<file path="src/rtl/fcmp_pkg.sv">
package fcmp_pkg;

  localparam int SGL_EXP_W = 8;
  localparam int SGL_MAN_W = 23;
  localparam int DBL_EXP_W = 11;
  localparam int DBL_MAN_W = 52;
  localparam int SGL_W     = SGL_EXP_W + SGL_MAN_W + 1;
  localparam int DBL_W     = DBL_EXP_W + DBL_MAN_W + 1;
  localparam int FIELD_W   = 4;
  localparam int LANES     = DBL_W / SGL_W;

  typedef enum logic [1:0] {
    CMP_LT = 2'd0,
    CMP_EQ = 2'd1,
    CMP_GT = 2'd2,
    CMP_UN = 2'd3
  } cmpOutcome_t;

  typedef enum logic [1:0] {
    PRED_EQ  = 2'd0,
    PRED_GT  = 2'd1,
    PRED_LT  = 2'd2,
    PRED_RSV = 2'd3
  } cmpPred_t;

  localparam logic [1:0] FMT_SGL  = 2'd0;
  localparam logic [1:0] FMT_DBL  = 2'd1;
  localparam logic [1:0] FMT_PAIR = 2'd2;

  typedef struct packed {
    logic load;
    logic useDbl;
    logic usePair;
  } ctrlStrobe_t;

  function automatic logic predHit(input logic [1:0] p, input cmpOutcome_t o);
    case (p)
      PRED_EQ: predHit = (o == CMP_EQ);
      PRED_GT: predHit = (o == CMP_GT);
      PRED_LT: predHit = (o == CMP_LT);
      default: predHit = 1'b0;
    endcase
  endfunction

endpackage

</file>
<file path="src/rtl/fcmp_lane.sv">
module fcmp_lane
  import fcmp_pkg::*;
#(
  parameter int EXP_W = 8,
  parameter int MAN_W = 23
) (
  input  logic [EXP_W+MAN_W:0] a,
  input  logic [EXP_W+MAN_W:0] b,
  output cmpOutcome_t          outcome,
  output logic                 sigNan
);

  localparam int W = EXP_W + MAN_W + 1;

  logic aNan, bNan, aSnan, bSnan, aZero, bZero, magGt;

  always_comb begin
    aNan  = (&a[W-2:MAN_W]) && (|a[MAN_W-1:0]);
    bNan  = (&b[W-2:MAN_W]) && (|b[MAN_W-1:0]);
    aSnan = aNan && !a[MAN_W-1];
    bSnan = bNan && !b[MAN_W-1];
    aZero = ~|a[W-2:0];
    bZero = ~|b[W-2:0];
    magGt = a[W-2:0] > b[W-2:0];

    if (aNan || bNan)                 outcome = CMP_UN;
    else if (aZero && bZero)          outcome = CMP_EQ;
    else if (a[W-1] != b[W-1])        outcome = a[W-1] ? CMP_LT : CMP_GT;
    else if (a[W-2:0] == b[W-2:0])    outcome = CMP_EQ;
    else                              outcome = (magGt ^ a[W-1]) ? CMP_GT : CMP_LT;

    sigNan = aSnan || bSnan;
  end

endmodule

</file>
<file path="src/rtl/fcmp_ctrl.sv">
module fcmp_ctrl
  import fcmp_pkg::*;
(
  input  logic        clk,
  input  logic        rstN,
  input  logic        inValid,
  input  logic [1:0]  fmt,
  output ctrlStrobe_t strobe,
  output logic        outValid
);

  always_comb begin
    strobe.load    = inValid;
    strobe.useDbl  = (fmt == FMT_DBL);
    strobe.usePair = (fmt == FMT_PAIR);
  end

  always_ff @(posedge clk) begin
    if (!rstN) outValid <= 1'b0;
    else       outValid <= inValid;
  end

endmodule

</file>
<file path="src/rtl/fcmp_datapath.sv">
module fcmp_datapath
  import fcmp_pkg::*;
#(
  parameter int CR_FIELDS = 8,
  localparam int CR_W  = CR_FIELDS * FIELD_W,
  localparam int IDX_W = $clog2(CR_FIELDS),
  localparam int SH_W  = $clog2(CR_W)
) (
  input  logic              clk,
  input  logic              rstN,
  input  ctrlStrobe_t       strobe,
  input  logic [1:0]        pred,
  input  logic [IDX_W-1:0]  fieldIdx,
  input  logic [DBL_W-1:0]  opA,
  input  logic [DBL_W-1:0]  opB,
  input  logic [CR_W-1:0]   crIn,
  output logic [CR_W-1:0]   crOut,
  output logic              invalidFlag
);

  cmpOutcome_t laneOut [LANES];
  logic [LANES-1:0] laneSnan;
  logic [LANES-1:0] laneHit;
  cmpOutcome_t dblOut;
  logic dblSnan;

  genvar g;
  generate
    for (g = 0; g < LANES; g++) begin : gLane
      fcmp_lane #(.EXP_W(SGL_EXP_W), .MAN_W(SGL_MAN_W)) u_lane (
        .a      (opA[g*SGL_W +: SGL_W]),
        .b      (opB[g*SGL_W +: SGL_W]),
        .outcome(laneOut[g]),
        .sigNan (laneSnan[g])
      );
      assign laneHit[g] = predHit(pred, laneOut[g]);
    end
  endgenerate

  fcmp_lane #(.EXP_W(DBL_EXP_W), .MAN_W(DBL_MAN_W)) u_dbl (
    .a      (opA),
    .b      (opB),
    .outcome(dblOut),
    .sigNan (dblSnan)
  );

  logic [FIELD_W-1:0] fieldVal;
  logic               snanSel;
  logic               scalarHit;
  logic [SH_W-1:0]    pos;
  logic [CR_W-1:0]    mask;
  logic [CR_W-1:0]    newCr;

  always_comb begin
    scalarHit = strobe.useDbl ? predHit(pred, dblOut) : laneHit[0];
    if (strobe.usePair) begin
      fieldVal = {laneHit[1], laneHit[0], laneHit[1] | laneHit[0], laneHit[1] & laneHit[0]};
      snanSel  = |laneSnan;
    end else begin
      fieldVal = {1'b0, scalarHit, 2'b00};
      snanSel  = strobe.useDbl ? dblSnan : laneSnan[0];
    end
    pos   = SH_W'((CR_FIELDS - 1 - int'(fieldIdx)) * FIELD_W);
    mask  = {{(CR_W-FIELD_W){1'b0}}, {FIELD_W{1'b1}}} << pos;
    newCr = (crIn & ~mask) | ({{(CR_W-FIELD_W){1'b0}}, fieldVal} << pos);
  end

  always_ff @(posedge clk) begin
    if (!rstN) begin
      crOut       <= '0;
      invalidFlag <= 1'b0;
    end else if (strobe.load) begin
      crOut       <= newCr;
      invalidFlag <= snanSel;
    end else begin
      invalidFlag <= 1'b0;
    end
  end

endmodule

</file>
<file path="src/rtl/fcmp_crfield.sv">
module fcmp_crfield
  import fcmp_pkg::*;
#(
  parameter int CR_FIELDS = 8,
  localparam int CR_W  = CR_FIELDS * FIELD_W,
  localparam int IDX_W = $clog2(CR_FIELDS)
) (
  input  logic              clk,
  input  logic              rstN,
  input  logic              inValid,
  input  logic [1:0]        fmt,
  input  logic [1:0]        pred,
  input  logic [IDX_W-1:0]  fieldIdx,
  input  logic [DBL_W-1:0]  opA,
  input  logic [DBL_W-1:0]  opB,
  input  logic [CR_W-1:0]   crIn,
  output logic [CR_W-1:0]   crOut,
  output logic              outValid,
  output logic              invalidFlag
);

  ctrlStrobe_t strobe;

  fcmp_ctrl u_ctrl (
    .clk     (clk),
    .rstN    (rstN),
    .inValid (inValid),
    .fmt     (fmt),
    .strobe  (strobe),
    .outValid(outValid)
  );

  fcmp_datapath #(.CR_FIELDS(CR_FIELDS)) u_dp (
    .clk        (clk),
    .rstN       (rstN),
    .strobe     (strobe),
    .pred       (pred),
    .fieldIdx   (fieldIdx),
    .opA        (opA),
    .opB        (opB),
    .crIn       (crIn),
    .crOut      (crOut),
    .invalidFlag(invalidFlag)
  );

endmodule

</file>
<file path="config.mk">
export PLATFORM = sky130hd
export DESIGN_NAME = fcmp_crfield
export DESIGN_NICKNAME = d
export VERILOG_FILES = /design/src/rtl/fcmp_pkg.sv /design/src/rtl/fcmp_lane.sv /design/src/rtl/fcmp_ctrl.sv /design/src/rtl/fcmp_datapath.sv /design/src/rtl/fcmp_crfield.sv
export SDC_FILE = /design/constraint.sdc
export NUM_CORES = 1
export LEC_CHECK = 0
export BUFFER_PORTS_ARGS = -buffer_cell sky130_fd_sc_hd__buf_4
export CAP_MARGIN = 20
export CELL_PAD_IN_SITES_DETAIL_PLACEMENT = 0
export CELL_PAD_IN_SITES_GLOBAL_PLACEMENT = 2
export CORE_UTILIZATION = 25
export CTS_CLUSTER_DIAMETER = 40
export DETAILED_ROUTE_END_ITERATION = 16
export GPL_TIMING_DRIVEN = 0
export PLACE_DENSITY_LB_ADDON = 0.1
export SLEW_MARGIN = 25
export SYNTH_ARGS = -nofsm -noshare
export SYNTH_HDL_FRONTEND = slang
export SYNTH_HIERARCHICAL = 1
export SYNTH_SLANG_ARGS = --single-unit
</file>
<file path="constraint.sdc">
create_clock -name clk -period 2.75 [get_ports clk]
set_input_delay 0.275 -clock clk [delete_from_list [all_inputs] [get_ports clk]]
set_output_delay 0.275 -clock clk [all_outputs]
set_load 0.02 [all_outputs]
</file>
# Word-level counts from Yosys, hierarchy flattened
# Index checks and enable logic that the tools add are counted.
[op_classes]
addsub = 1
n_mux = 24
reduce_logical = 57
n_shift = 2
eq_ne = 15
bitwise_logic = 8
magnitude_cmp = 3
[op_table]
columns = ["cell", "n"]
rows = [
  ["OR reduction 63 bit", 2],
  ["OR reduction 31 bit", 4],
  ["OR reduction 52 bit", 2],
  ["OR reduction 23 bit", 4],
  ["== test 63 bit", 1],
  ["> comparator 63 bit", 1],
  ["== test 31 bit", 2],
  ["> comparator 31 bit", 2],
  ["two-way mux 2 bit", 17],
  ["AND 32 bit", 1],
  ["NOT 32 bit", 1],
  ["bitwise OR 32 bit", 1],
  ["AND reduction 8 bit", 4],
  ["<< shifter 4 x 5 -> 32 bit", 1],
  ["<< shifter 4 x 5 -> 32 bit, first input constant", 1],
  ["AND reduction 11 bit", 2],
  ["logical AND 1 bit", 15],
  ["zero test 1 bit", 12],
  ["== test 2 x 1 -> 1 bit, second input constant", 5],
  ["== test 2 bit, second input constant", 5],
  ["case mux 1 bit (3 select lines)", 3],
  ["zero test 2 bit", 4],
  ["logical OR 1 bit", 6],
  ["two-way mux 4 bit", 1],
  ["8 further kinds", 13],
]
[word_totals]
wordCells = 113
inputBits = 170
output_inout_bits = 34
register_bits = 34

# Depth between registers and ports, before layout
[depth]
depth_word = 13
mapped_depth = 12
depth_no_buf = 12

# Modules after synthesis
# Netlist, hierarchy kept.
[by_module_without_submodules]
columns = ["mod", "seq_area_each_um2", "cells_per_inst", "instances", "area_per_inst_um2"]
rows = [
  ["fcmp_lane (u_dp.u_dbl)", 0.0, 285, 1, 1980.6],
  ["fcmp_datapath", 660.6, 175, 1, 1632.8],
  ["fcmp_lane (u_dp.gLane[1].u_lane)", 0.0, 149, 1, 1022.2],
  ["fcmp_lane (u_dp.gLane[0].u_lane)", 0.0, 149, 1, 1011.0],
  ["fcmp_ctrl", 20.0, 5, 1, 48.8],
]

# Worst setup path after synthesis
# No wires, ideal clock.
[synth_timing]
path_kind = "in2reg"
from = "input opB[36]"
to = "register u_dp.crOut[29]"
t_arrival_ns = 2.768
slack_ns = -0.108
required_ns = 2.659
cell_stages = 12
setup_time_ns = 0.091
path_cell_list = "inv_1 ha_1 a211oi_1 nor2_1 o31a_1 o41ai_1 and4b_1 o31ai_2 or3b_1 o22ai_4 a21oi_2 a311oi_1"
[synth_lines]
columns = ["item", "line", "source"]
rows = [
  ["from (decl)", "fcmp_crfield.sv:15", "input logic [DBL_W-1:0] opB,"],
  ["to (signal assigned)", "fcmp_datapath.sv:73", "crOut <= newCr;"],
  ["to (decl)", "fcmp_datapath.sv:17", "output logic [CR_W-1:0] crOut,"],
]

==> qor.yml <==
worst_setup_path:
  endpoint: "u_dp/crOut[0]"
  critPathRequiredTime_ps: 2940
  path_max_fanout: 8
  cp_cell_sequence: "buf_8 > ha_4 > a211oi_2 > nor2_1 > o31a_1 > o41ai_4 > and4b_1 > o31ai_4 > or3b_4 > o22ai_4 > nand2_4 > a311oi_2"
  critPathMaxStageDelay_ps: 450
  worst-path-buf-inv: 1
  ff2ff_setup_slack_ps: 1960
  worst-path-stages: 12
  slowest_stage: "o41ai_4"
  path_delay_family: "compound AO/OA/AOI/OAI gates"
  r2r-start: "u_dp/crOut[25]"
  setup.worst_path.start: "opA[36]"
  start_kind: "primary input"
  crit_type: "primary input to flip-flop"
  r2r_cells: 2
  crit_path_end_kind: "flip-flop"
  r2r-end: "u_dp/crOut[25]"
  critical_path_arrival_ps: 3110
drt:
  drt-initial-drc-count: 273
  drc_errors: 0
  finalWirelength_mm: 24.2
  routedWlPerCell_um: 19.1
  via_per_inst: 5.29
  vias: 6681
  firstDrtPassIters: 5
  antenna_left: 0
synthesis:
  synth-edff-count: 0
  synth.distinct_cells: 64
  netlist_area_um2: 5700
  synth.net_count: 1058
  synth-seq-cells: 34
  synth_flop_cell: "dfxtp_1"
  syn_inst: 763
  yosys_warnings: 6
  yosysSeqAreaShare: 0.120
  ys_async_sr_fraction: 0
  syn_area_per_cell_um2: 7.46
finish:
  fin_nets: 1278
  layout_commonest_cell: "buf_4"
  fin_util: 0.389
  layout_common_cells: "181 x buf_4, 108 x inv_1, 100 x ha_1"
  diodes: 0
  nFillCells: 2416
  multi_input_area_um2: 5010
  synthToLayoutAreaGrowth_pct: 51.0
  drive_above_1_share: 0.329
  register_area_um2: 681
  fin_area_um2: 8600
cts:
  cts_buffers: 5
  clockBufferDepth: 2
  h-tree-depth: 2
  cts_tree: "built"
  cts-root-buf: "clkbuf_16"
  clk_pin_slew_ps: 60
  clock_latency_ps: 280
  clkSinkCount: 34
die:
  rows: 54
  die_area_um2: 23400
  start_util: 0.258
  die_x_um: 153
  io_pins: 204
  die_h_um: 153
  core_um2: 22100
pwr:
  powerDensity_nw_per_um2: 267
  power_leakage_nw: 3.91
  peakVddDrop_v: 0.000205
  power_mw: 2.30
sta:
  skew_ps: 0
  hold-worst-slack_ps: 204
  fmax_ghz: 0.343
  rsz0062_at_grt: "true"
  finalWorstSetupSlack_ps: -165
  tightest_slew_ps: 1270
  post-route-period-util: 1.06
  slew_violations: 0
  setup_viol_count_final: 32
  hold_viol_final: 0
  finalCriticalPeriod_ps: 2920
  relSlewSlack: 0.154
place:
  postPlaceCellArea_um2: 7720
  portBuffers: 199
  dp_hpwl_mm: 19.9
  dp_slack_ps: -702
  place.gp.congestion: 0.843
global_routing:
  grt_antenna_before_repair: 0
  grt_pass1_vias: 6433
  track_usage: 0.202
  grt_max_degree: 11
  grt_pass1_wl_mm: 37.0
  grt_overflow: 0
run_status:
  violations: "negative setup slack"
  status: "finished, violations left"
hold_path:
  holdCritPathClass: "primary input to flip-flop"
run:
  cap_violations: 0
-- sequential cells by signal, indices dropped and copies added, names as in the netlist --
name and count:
u_dp/crOut 32, u_ctrl/outValid 1, u_dp/invalidFlag 1
-- stage by stage --
stage / setup TNS, ps / std cells
2_1_floorplan: -206 / 763
3_3_place_gp: -18450 / 1242
3_5_place_dp: -19230 / 1242
4_1_cts: -5710 / 1260
5_1_grt: -8080 / 1264
6_report: -3330 / 1264
-- cells by family (layout without fill, tap and decap cells) --
logic type      count (synthesis)  in the layout  synth area share
mux                             9              9            0.0158
buf+inv                       152            373             0.102
compound gates                183            183             0.214
fa+ha+maj                     125            125             0.275
flops                          34             34             0.120
simple gates                  257            257             0.270
xor+xnor                        3              3           0.00461
-- worst reg2reg max path, stage by stage, from the launching register on --
cell and delay [ps]:
dfxtp_1 340, o21ai_0 100, a311oi_2 260
-- per-layer routing --
| metal | wire length [um] | part of all wire | up-vias | track usage |
|---|---|---|---|---|
| met5 | 0 | 0 | - | 0 |
| met4 | 146 | 0.0060 | 0 | 0.0197 |
| met3 | 1200 | 0.050 | 11 | 0.0261 |
| met2 | 11100 | 0.46 | 204 | 0.334 |
| met1 | 11700 | 0.48 | 3134 | 0.286 |
| li1 | - | - | 3332 | - |
-- cells in the mapped netlist (8+ instances only) --
library cell | n | area, um^2
a21o_1 | 8 | 60.1
a21oi_1 | 57 | 285
a311oi_1 | 16 | 140
a31oi_1 | 9 | 56.3
clkbuf_1 | 12 | 45.0
dfxtp_1 | 34 | 681
ha_1 | 125 | 1560
inv_1 | 132 | 495
mux2i_1 | 9 | 90.1
nand2_1 | 37 | 139
nand2b_1 | 9 | 56.3
nand3_1 | 22 | 110
nand4_1 | 41 | 257
nor2_1 | 16 | 60.1
nor3_1 | 15 | 75.1
nor3b_1 | 19 | 143
nor4_1 | 63 | 394
o21a_1 | 8 | 60.1
o21ai_0 | 36 | 180
o221ai_1 | 10 | 87.6
-- worst min path at each step --
stage / start / end / cells after the start / slack, ps
2_1_floorplan: inValid / u_ctrl/outValid / 1 / 400
3_3_place_gp: inValid / u_ctrl/outValid / 2 / 490
3_5_place_dp: inValid / u_ctrl/outValid / 2 / 490
4_1_cts: inValid / u_ctrl/outValid / 2 / 200
5_1_grt: inValid / u_ctrl/outValid / 2 / 200
6_report: inValid / u_ctrl/outValid / 2 / 200
-- report_power, final --
| part | switching, mW | total [mW] | internal [mW] |
|---|---|---|---|
| clock | 0.214 | 0.573 | 0.359 |
| combinational | 0.628 | 1.18 | 0.550 |
| sequential | 0.0176 | 0.547 | 0.529 |
-- final cells by class --
cell class / instances / area share
repair buffers: 213 / 0.209
multi-input cells: 577 / 0.583
well taps: 280 / 0.0407
clock inverters: 1 / 0.000582
plain buffers: 20 / 0.00975
clock buffers: 7 / 0.0166
flip-flops and latches: 34 / 0.0791
inverters: 132 / 0.0617
-- repair_timing --
action | 4_1_cts | 5_1_grt
cloned | 0 | 0
endpoints found under the setup margin | 32 | 32
pin swaps | 45 | 33
buffers inserted | 10 | 6
hold buffers | 0 | 0
gates resized for setup | 45 | 73
Power figures use the tool's default switching activity.
